<file path="src/rtl/alu_cond_pkg.sv">
package alu_cond_pkg;
  typedef enum logic [1:0] {
    OP_PASS = 2'b00,
    OP_ADD  = 2'b01,
    OP_SUB  = 2'b10,
    OP_NAND = 2'b11
  } alu_op_e;

  typedef enum logic [1:0] {
    LSEL_ONE  = 2'b00,
    LSEL_BUS  = 2'b01,
    LSEL_SEXT = 2'b10,
    LSEL_RSVD = 2'b11
  } lsel_e;
endpackage

</file>
<file path="src/rtl/alu_lmux.sv">
module alu_lmux
  import alu_cond_pkg::*;
#(
  parameter int DW    = 32,
  parameter int IMM_W = 8
) (
  input  logic [1:0]    sel_i,
  input  logic [DW-1:0] bus_i,
  output logic [DW-1:0] left_o
);
  localparam int EXT_W = DW - IMM_W;

  logic [DW-1:0] sext;
  logic [DW-1:0] one;

  assign sext = {{EXT_W{bus_i[IMM_W-1]}}, bus_i[IMM_W-1:0]};
  assign one  = {{(DW-1){1'b0}}, 1'b1};

  always_comb begin
    unique case (lsel_e'(sel_i))
      LSEL_ONE:  left_o = one;
      LSEL_SEXT: left_o = sext;
      default:   left_o = bus_i; // bus and reserved code
    endcase
  end
endmodule

</file>
<file path="src/rtl/alu_core.sv">
module alu_core
  import alu_cond_pkg::*;
#(
  parameter int DW = 32
) (
  input  logic [1:0]    op_i,
  input  logic [DW-1:0] a_i,
  input  logic [DW-1:0] b_i,
  output logic [DW-1:0] y_o,
  output logic          nz_o
);
  logic [DW-1:0] nand_w;

  for (genvar i = 0; i < DW; i++) begin : g_nand
    assign nand_w[i] = ~(a_i[i] & b_i[i]);
  end

  always_comb begin
    unique case (alu_op_e'(op_i))
      OP_PASS: y_o = a_i;
      OP_ADD:  y_o = a_i + b_i;
      OP_SUB:  y_o = a_i - b_i;
      default: y_o = nand_w;
    endcase
  end

  assign nz_o = |y_o;
endmodule

</file>
<file path="src/rtl/alu_state_regs.sv">
module alu_state_regs #(
  parameter int DW = 32
) (
  input  logic          clk_i,
  input  logic          rst_ni,
  input  logic          res_we_i,
  input  logic          flag_we_i,
  input  logic [DW-1:0] y_i,
  input  logic          nz_i,
  output logic [DW-1:0] res_o,
  output logic          flag_o
);
  always_ff @(posedge clk_i or negedge rst_ni) begin
    if (!rst_ni) res_o <= '0;
    else if (res_we_i) res_o <= y_i;
  end

  always_ff @(posedge clk_i or negedge rst_ni) begin
    if (!rst_ni) flag_o <= 1'b0;
    else if (flag_we_i) flag_o <= nz_i;
  end
endmodule

</file>
<file path="src/rtl/alu_cond_unit.sv">
module alu_cond_unit
  import alu_cond_pkg::*;
#(
  parameter int DW    = 32,
  parameter int IMM_W = 8
) (
  input  logic          clk_i,
  input  logic          rst_ni,
  input  logic [1:0]    alu_op_i,
  input  logic [1:0]    lsel_i,
  input  logic [DW-1:0] data_bus_i,
  input  logic [DW-1:0] addr_bus_i,
  input  logic          res_we_i,
  input  logic          flag_we_i,
  input  logic          pc_wr_i,
  input  logic          pc_wr_cond_i,
  output logic [DW-1:0] res_o,
  output logic          zflag_o,
  output logic          pc_we_o
);
  logic [DW-1:0] left_w;
  logic [DW-1:0] y_w;
  logic          nz_w;

  alu_lmux #(.DW(DW), .IMM_W(IMM_W)) u_lmux (
    .sel_i (lsel_i),
    .bus_i (data_bus_i),
    .left_o(left_w)
  );

  alu_core #(.DW(DW)) u_core (
    .op_i(alu_op_i),
    .a_i (left_w),
    .b_i (addr_bus_i),
    .y_o (y_w),
    .nz_o(nz_w)
  );

  alu_state_regs #(.DW(DW)) u_regs (
    .clk_i    (clk_i),
    .rst_ni   (rst_ni),
    .res_we_i (res_we_i),
    .flag_we_i(flag_we_i),
    .y_i      (y_w),
    .nz_i     (nz_w),
    .res_o    (res_o),
    .flag_o   (zflag_o)
  );

  // conditional request honoured only on an equal compare (flag clear)
  assign pc_we_o = pc_wr_i | (pc_wr_cond_i & ~zflag_o);
endmodule

</file>
<file path="config.mk">
export PLATFORM = sky130hd
export DESIGN_NAME = alu_cond_unit
export DESIGN_NICKNAME = d
export VERILOG_FILES = /design/src/rtl/alu_cond_pkg.sv /design/src/rtl/alu_lmux.sv /design/src/rtl/alu_core.sv /design/src/rtl/alu_state_regs.sv /design/src/rtl/alu_cond_unit.sv
export SDC_FILE = /design/constraint.sdc
export NUM_CORES = 1
export LEC_CHECK = 0
export ABC_AREA = 1
export CAP_MARGIN = 20
export CORE_MARGIN = 2
export CORE_UTILIZATION = 52
export DETAILED_ROUTE_END_ITERATION = 10
export PLACE_DENSITY = 0.79
export RECOVER_POWER = 100
export SYNTH_ARGS = -nofsm -noshare
export SYNTH_HDL_FRONTEND = slang
export SYNTH_HIERARCHICAL = 1
export SYNTH_SLANG_ARGS = --single-unit
</file>
<file path="constraint.sdc">
create_clock -name clk_i -period 1 [get_ports clk_i]
set_clock_uncertainty 0.2 [all_clocks]
set_input_delay 0.2 -clock clk_i [delete_from_list [all_inputs] [get_ports clk_i]]
set_output_delay 0.2 -clock clk_i [all_outputs]
set_load 0.01 [all_outputs]
</file>
==> impl_metrics.json, run 1 <==
{
  "cts_buffers": 5,
  "ys_ff_latch": 33,
  "yosysMostFrequentCell": "nand2_1",
  "yosys.area_share.simple_pct": 50.80,
  "syn_inst": 1159,
  "synth_ff_type": "dfrtp_1",
  "synth.net_count": 1270,
  "htree_levels": 2,
  "initial_core_util_pct": 53.51,
  "hpwl_um": 19760,
  "synthAdderAreaFrac_pct": 7.667,
  "grt_repair_worst_endpoint": "u_regs/flag_o$_DFFE_PN0P_/D",
  "synth_edf_count": 0,
  "yosysWarningCount": 6,
  "synth_common_cells": "nand2_1 (490), inv_1 (200), nor2_1 (90), nand3_1 (85), a21oi_1 (56)",
  "root_buffer": "clkbuf_16",
  "synth_top_area_share_pct": 29.98,
  "port_buffers": 107,
  "clock_sinks": 33,
  "synth_cell_type_count": 45,
  "synth_mux_area_share_pct": 0,
  "synthTopCellsByArea": "nand2_1 (30%), dfrtp_1 (13%), inv_1 (12%)",
  "lastStage": "5_1_grt",
  "fp-row-count": 39,
  "die_y_um": 112.6,
  "netlist_area_um2": 6136,
  "worst-ep-kind": "sequential cell input",
  "yosysSeqAreaShare_pct": 13.46,
  "synth_top_area_cell": "nand2_1",
  "status": "aborted with a tool error",
  "synth_top_family_by_area": "simple AND/OR/NAND/NOR gates",
  "placed_cell_area_um2": 9387,
  "first-error": "[ERROR DPL-0038] Utilization greater than 100%, impossible to legalize",
  "synth_compound_area_share_pct": 7.810,
  "grt_max_degree": 33,
  "synth_xor_area_share_pct": 4.139,
  "place.gp.congestion": 0.9940,
  "syn_area_per_cell_um2": 5.294,
  "io_pins": 108,
  "die_w_um": 112.6,
  "ys_async_sr_fraction_pct": 100.0,
  "clockBufferDepth": 2
}
==> kinds of logic after synthesis <==
group,Yosys count
compound gates,85
xor+xnor,29
fa+ha+maj,37
buf+inv,236
flops,33
simple gates,739
==> per-stage QoR <==
stage	hold WS (ns)	cells	setup WS, ns	TNS, ns
global placement	0.2545	1612	-3.125	-95.20
detailed placement	0.2665	1612	-3.263	-99.21
CTS	0.1085	1677	-2.392	-68.74
floorplan	-0.2956	1159	-2.181	-50.08
==> repair_timing <==
item | CTS
setup buffers | 62
endpoints found under the setup margin | 67
pin swaps | 175
gates resized for setup | 478
hold buffers | 0
==> inputs of run 2 (changes only) <==
Settings changed: CORE_UTILIZATION 52 to 37, PLACE_DENSITY 0.79 to not set, PLACE_DENSITY_LB_ADDON set to 0.15.
==> run 2 against run 1 <==
  * The flow now finishes, with violations (negative setup slack)
  * Synthesized area did not move
  * Synthesized cell count unchanged
==> impl_metrics.json, run 2 <==
{
  "synth.net_count": 1270,
  "io_pins": 108,
  "fp-row-count": 47,
  "area_growth_pct": 87.62,
  "via_per_inst": 4.812,
  "synth_top_area_share_pct": 29.98,
  "finalWorstSetupSlack_ns": -2.425,
  "irDropWorstVdd_mv": 0.9275,
  "regMostFlops": "u_regs/res_o",
  "clock_latency_ns": 0.28,
  "yosysSeqAreaShare_pct": 13.46,
  "netlist_area_um2": 6136,
  "nets": 1653,
  "report.final.setup_viol": 67,
  "drt_pre_antenna_iters": 7,
  "htree_levels": 2,
  "min_path_type": "in -> async",
  "grt_max_degree": 34,
  "finalCritPeriodShare_pct": 342.5,
  "grt_pass1_wl_um": 39060,
  "ff2ff_setup_slack_ns": -0.03,
  "rr_startpoint": "u_regs/res_o[8]",
  "die_w_um": 132.8,
  "ys_ff_latch": 33,
  "final_antenna_net_count": 0,
  "ys_async_sr_fraction_pct": 100.0,
  "maxCapViolCount": 0,
  "slew_headroom_pct": 69.05,
  "die_y_um": 132.8,
  "ff2ff_path_depth": 4,
  "yosysWarningCount": 6,
  "placed_cell_area_um2": 9403,
  "finalInstanceArea_um2": 11510,
  "grt_overflow_total": 0,
  "drc": 0,
  "drive_gt1_share_pct": 48.12,
  "finalHoldViolCount": 0,
  "cp-startpoint": "addr_bus_i[1]",
  "synth_common_cells": "nand2_1 (490), inv_1 (200), nor2_1 (90), nand3_1 (85), a21oi_1 (56)",
  "cts_buffers": 5,
  "status": "finished with violations",
  "fillers": 1367,
  "clockBufferDepth": 2,
  "num_antenna_cells": 0,
  "drt_wl_total_um": 25930,
  "die_area_um2": 17630,
  "clock_sinks": 33,
  "layout_commonest_cell": "nand2_1",
  "violations": "negative setup slack",
  "cp_common_cell": "nand2_1",
  "place.gp.congestion": 0.9390,
  "synthTopCellsByArea": "nand2_1 (30%), dfrtp_1 (13%), inv_1 (12%)",
  "yosysMostFrequentCell": "nand2_1",
  "cts.clk_slew.worst_paths_ns": 0.05,
  "grt_use_total_pct": 27.30,
  "synth_edf_count": 0,
  "hpwl_um": 19140,
  "crit_path_max_fanout": 4,
  "reg.largest.list": "u_regs/res_o x32, u_regs/flag_o x1",
  "syn_inst": 1159,
  "synth_cell_type_count": 45,
  "finalMaxSlewViolations": 0,
  "critPathMaxStageDelay_ns": 0.36,
  "cts_tree": "done",
  "reg2reg_to": "u_regs/res_o[8]",
  "initial_core_util_pct": 37.40,
  "crit_slowest_cell": "ha_1",
  "critPathLaunchType": "primary input",
  "grt_pass1_vias": 8234,
  "rsz0062_at_grt": "yes",
  "routedWlPerCell_um": 14.72,
  "port_buffers": 107,
  "worst_pin_slew_ns": 0.4642,
  "antenna_found_initial": 0,
  "critPathKind": "in -> reg",
  "syn_area_per_cell_um2": 5.294,
  "fmax_mhz": 291.9,
  "largest_reg_flops": 32,
  "power.density_nw_per_um2": 1027,
  "synth_ff_type": "dfrtp_1",
  "drtIter0Drc": 550,
  "p_leak_nw": 6.256,
  "root_buffer": "clkbuf_16",
  "core-area_um2": 16410,
  "vias": 8478,
  "fin_crit_ns": 3.425,
  "worstPathRequired_ns": 0.97,
  "fin_tns_setup_ns": -67.93,
  "synth_top_area_cell": "nand2_1",
  "endpoint_kind": "register",
  "final_cell_mix": "nand2_1 (357), buf_4 (250), inv_1 (149), nand2_2 (111), nand3_1 (62)",
  "critPathArrivalTime_ns": 3.39
}
[run 2: cell counts after synthesis]
No cell type changed its count.
[run 2: worst max-delay path, delay by kind of cell]
kind | cells | cell delay, ns
XOR/XNOR | 1 | 0.13
buffers and inverters | 4 | 0.24
AND/OR/NAND/NOR | 20 | 2.01
adder cells (fa/ha/maj) | 2 | 0.51
AO/OA/AOI/OAI | 2 | 0.27
[run 2: stage by stage]
step           util, %  cells  hold WS [ns]  worst slack [ns]  power (W)
2_1_floorplan        -   1159       -0.2956            -2.181   0.005273
3_5_place_dp     57.31   1680        0.2586            -3.413   0.008379
5_1_grt          70.17   1762        0.2117            -2.661    0.01266
6_report         70.17   1762        0.1658            -2.425    0.01182
3_3_place_gp     57.31   1680        0.2566            -3.390   0.008333
4_1_cts          63.49   1721       0.09500            -2.491    0.01061
[run 2: timing repair]
| action | CTS | global route |
|---|---|---|
| hold endpoints to repair | 0 | 0 |
| resized for setup | 338 | 286 |
| pin swaps | 104 | 147 |
| setup buffers | 36 | 51 |
| endpoints found under the setup margin | 67 | 67 |
| hold buffers | 0 | 0 |
[run 2: per-layer routing]
layer / track usage (%) / share of wire (%) / vias up
li1: - / - / 4300
met1: 33.39 / 41 / 3818
met2: 47.93 / 50 / 276
met3: 3.103 / 4.1 / 84
met4: 12.66 / 5.2 / 0
met5: 0 / 0 / -
[run 2: worst max path at each step]
stage                    end  slack, ns  depth (start not counted)
2_1_floorplan  u_regs/flag_o      -2.18                         27
3_3_place_gp   u_regs/flag_o      -3.39                         28
3_5_place_dp   u_regs/flag_o      -3.41                         28
4_1_cts        u_regs/flag_o      -2.49                         30
5_1_grt        u_regs/flag_o      -2.66                         29
6_report       u_regs/flag_o      -2.43                         29
[run 2: where the power goes]
group	leakage, nW	switching (W)	internal [W]
Combinational	5.78	0.00457	0.00403
Clock	0.0700	0.000555	0.000977
Sequential	0.403	0.000118	0.00157
Total	6.26	0.00524	0.00658
[run 2: cells by family after synthesis]
logic type | after synthesis | synth area share (%)
AO/OA/AOI/OAI | 85 | 7.810
XOR/XNOR | 29 | 4.139
adder cells (fa/ha/maj) | 37 | 7.667
buffers and inverters | 236 | 16.13
flip-flops | 33 | 13.46
AND/OR/NAND/NOR | 739 | 50.80
[run 2: layout make-up]
cell class	instances	area (µm²)	area share, %
multi-input combinational	890	6053	52.58
tap	220	275.3	2.391
clock buffer	7	142.6	1.239
inverter	209	860.8	7.477
timing repair buffer	403	3354	29.14
sequential	33	825.8	7.173
No activity file was read; power rests on OpenSTA's default activity.
==> inputs of run 3 (changes only) <==
Settings changed: HOLD_SLACK_MARGIN set to 0.12.
==> results of run 3 <==
The final DEF is identical to that of run 2; final timing and power are the same.
==> inputs of run 4 (changes only) <==
Settings changed: SKIP_CTS_REPAIR_TIMING set to 1.
==> run 4 against run 3 <==
  * Critical path type unchanged
  * Fmax decreased by 3.8%
  * Highest routed layer unchanged
  * Largest cell class unchanged
  * The run still ends with negative setup slack left
  * Total power decreased by 5.7%
  * Clock power about the same
  * Hold slack got worse by 0.028 ns
==> impl_metrics.json, run 4 (synthesized netlist as in run 2, its figures left out) <==
{
  "htree_levels": 2,
  "hpwl_um": 19140,
  "nets": 1619,
  "grt_pass1_wl_um": 36460,
  "cp_common_cell": "nand2_2",
  "min_path_type": "in -> async",
  "drtIter0Drc": 480,
  "total_power_w": 0.01115,
  "utilization_pct": 65.83,
  "antenna_found_initial": 0,
  "report.final.setup_viol": 67,
  "crit_path_max_fanout": 4,
  "fin_crit_ns": 3.560,
  "critPathKind": "in -> reg",
  "worstPathRequired_ns": 0.97,
  "clockBufferDepth": 2,
  "ff2ff_setup_slack_ns": -0.03,
  "die_area_um2": 17630,
  "via_per_inst": 4.749,
  "clock_latency_ns": 0.28,
  "regMostFlops": "u_regs/res_o",
  "critPathLaunchType": "primary input",
  "layout_commonest_cell": "nand2_1",
  "grt_pass1_vias": 7645,
  "reg2reg_to": "u_regs/res_o[24]",
  "maxCapViolCount": 0,
  "finalWorstSetupSlack_ns": -2.560,
  "drc": 0,
  "violations": "negative setup slack",
  "fmax_mhz": 280.9,
  "routedWlPerCell_um": 14.11,
  "clock_sinks": 33,
  "ff2ff_path_depth": 4,
  "rr_startpoint": "u_regs/res_o[24]",
  "reg.largest.list": "u_regs/res_o x32, u_regs/flag_o x1",
  "finalMaxSlewViolations": 0,
  "num_antenna_cells": 0,
  "power.density_nw_per_um2": 1032,
  "critPathArrivalTime_ns": 3.52,
  "worst_pin_slew_ns": 0.4379,
  "root_buffer": "clkbuf_16",
  "drt_wl_total_um": 24390,
  "status": "finished with violations",
  "initial_core_util_pct": 37.40,
  "io_pins": 108,
  "drt_pre_antenna_iters": 5,
  "critPathMaxStageDelay_ns": 0.43,
  "finalHoldViolCount": 0,
  "place.gp.congestion": 0.9390,
  "p_leak_nw": 5.969,
  "die_y_um": 132.8,
  "vias": 8207,
  "endpoint_kind": "register",
  "cts_buffers": 5,
  "core-area_um2": 16410,
  "grt_overflow_total": 0,
  "cts_tree": "done",
  "slew_headroom_pct": 70.80,
  "die_w_um": 132.8,
  "drive_gt1_share_pct": 42.90,
  "final_cell_mix": "nand2_1 (370), buf_4 (240), inv_1 (163), nand2_2 (116), nand3_1 (65)",
  "grt_use_total_pct": 25.60,
  "area_growth_pct": 76.02,
  "cts.clk_slew.worst_paths_ns": 0.05,
  "crit_slowest_cell": "ha_2",
  "rsz0062_at_grt": "yes",
  "largest_reg_flops": 32,
  "irDropWorstVdd_mv": 0.9299,
  "grt_max_degree": 34,
  "port_buffers": 107,
  "final_antenna_net_count": 0,
  "finalCritPeriodShare_pct": 356.0,
  "fp-row-count": 47
}
## run 4: cell types whose count changed in the layout (fill, tap and decap cells not counted), sizes merged
| cell | previous run | this run |
|---|---|---|
| buf | 331 | 271 |
| clkbuf | 18 | 41 |
| dlygate4sd2 | 8 | 0 |
| dlymetal6s2s | 3 | 11 |
| clkdlybuf4s50 | 50 | 53 |
| clkinv | 5 | 4 |
| inv | 204 | 205 |
## run 4: cell type report
cell class | instances | area [µm²]
fill | 1506 | 5607
inverter | 209 | 838.3
tap | 220 | 275.3
timing repair buffer | 369 | 3005
clock buffer | 7 | 142.6
multi-input combinational | 890 | 5713
sequential | 33 | 825.8
## run 4: routing by layer
| metal | part of all wire (%) | track usage (%) |
|---|---|---|
| met5 | 0 | 0 |
| met3 | 4.9 | 3.410 |
| met2 | 49 | 44.59 |
| met4 | 5.0 | 9.916 |
| met1 | 42 | 32.04 |
## run 4: how the worst max path moves through the flow
| stage | from | to | cells past startpoint |
|---|---|---|---|
| 6_report | addr_bus_i[1] | u_regs/flag_o | 28 |
| 5_1_grt | addr_bus_i[1] | u_regs/flag_o | 28 |
| 4_1_cts | addr_bus_i[0] | u_regs/flag_o | 28 |
| 3_5_place_dp | addr_bus_i[0] | u_regs/flag_o | 28 |
| 3_3_place_gp | addr_bus_i[0] | u_regs/flag_o | 28 |
| 2_1_floorplan | addr_bus_i[0] | u_regs/flag_o | 27 |
## run 4: where the power goes
part	internal, W	switching, W
clock network	0.000977	0.000557
registers	0.00157	0.000125
logic	0.00368	0.00424
## run 4: worst max-delay path, delay by kind of cell
kind                     cells  cell delay (ns)
XOR/XNOR                     1             0.13
adder cells (fa/ha/maj)      2             0.56
AND/OR/NAND/NOR             21             2.30
buffers and inverters        2             0.14
AO/OA/AOI/OAI                2             0.15
## run 4: through the flow
step,hold WS [ns],setup slack [ns],instance area [µm²],instances,setup TNS (ns)
floorplan,-0.2956,-2.181,6554,1159,-50.08
global placement,0.2566,-3.390,9403,1680,-97.19
detailed placement,0.2586,-3.413,9403,1680,-98.11
CTS,0.09500,-3.152,9545,1687,-99.19
global route,0.1751,-2.755,10800,1728,-76.16
finish,0.1374,-2.560,10800,1728,-69.43
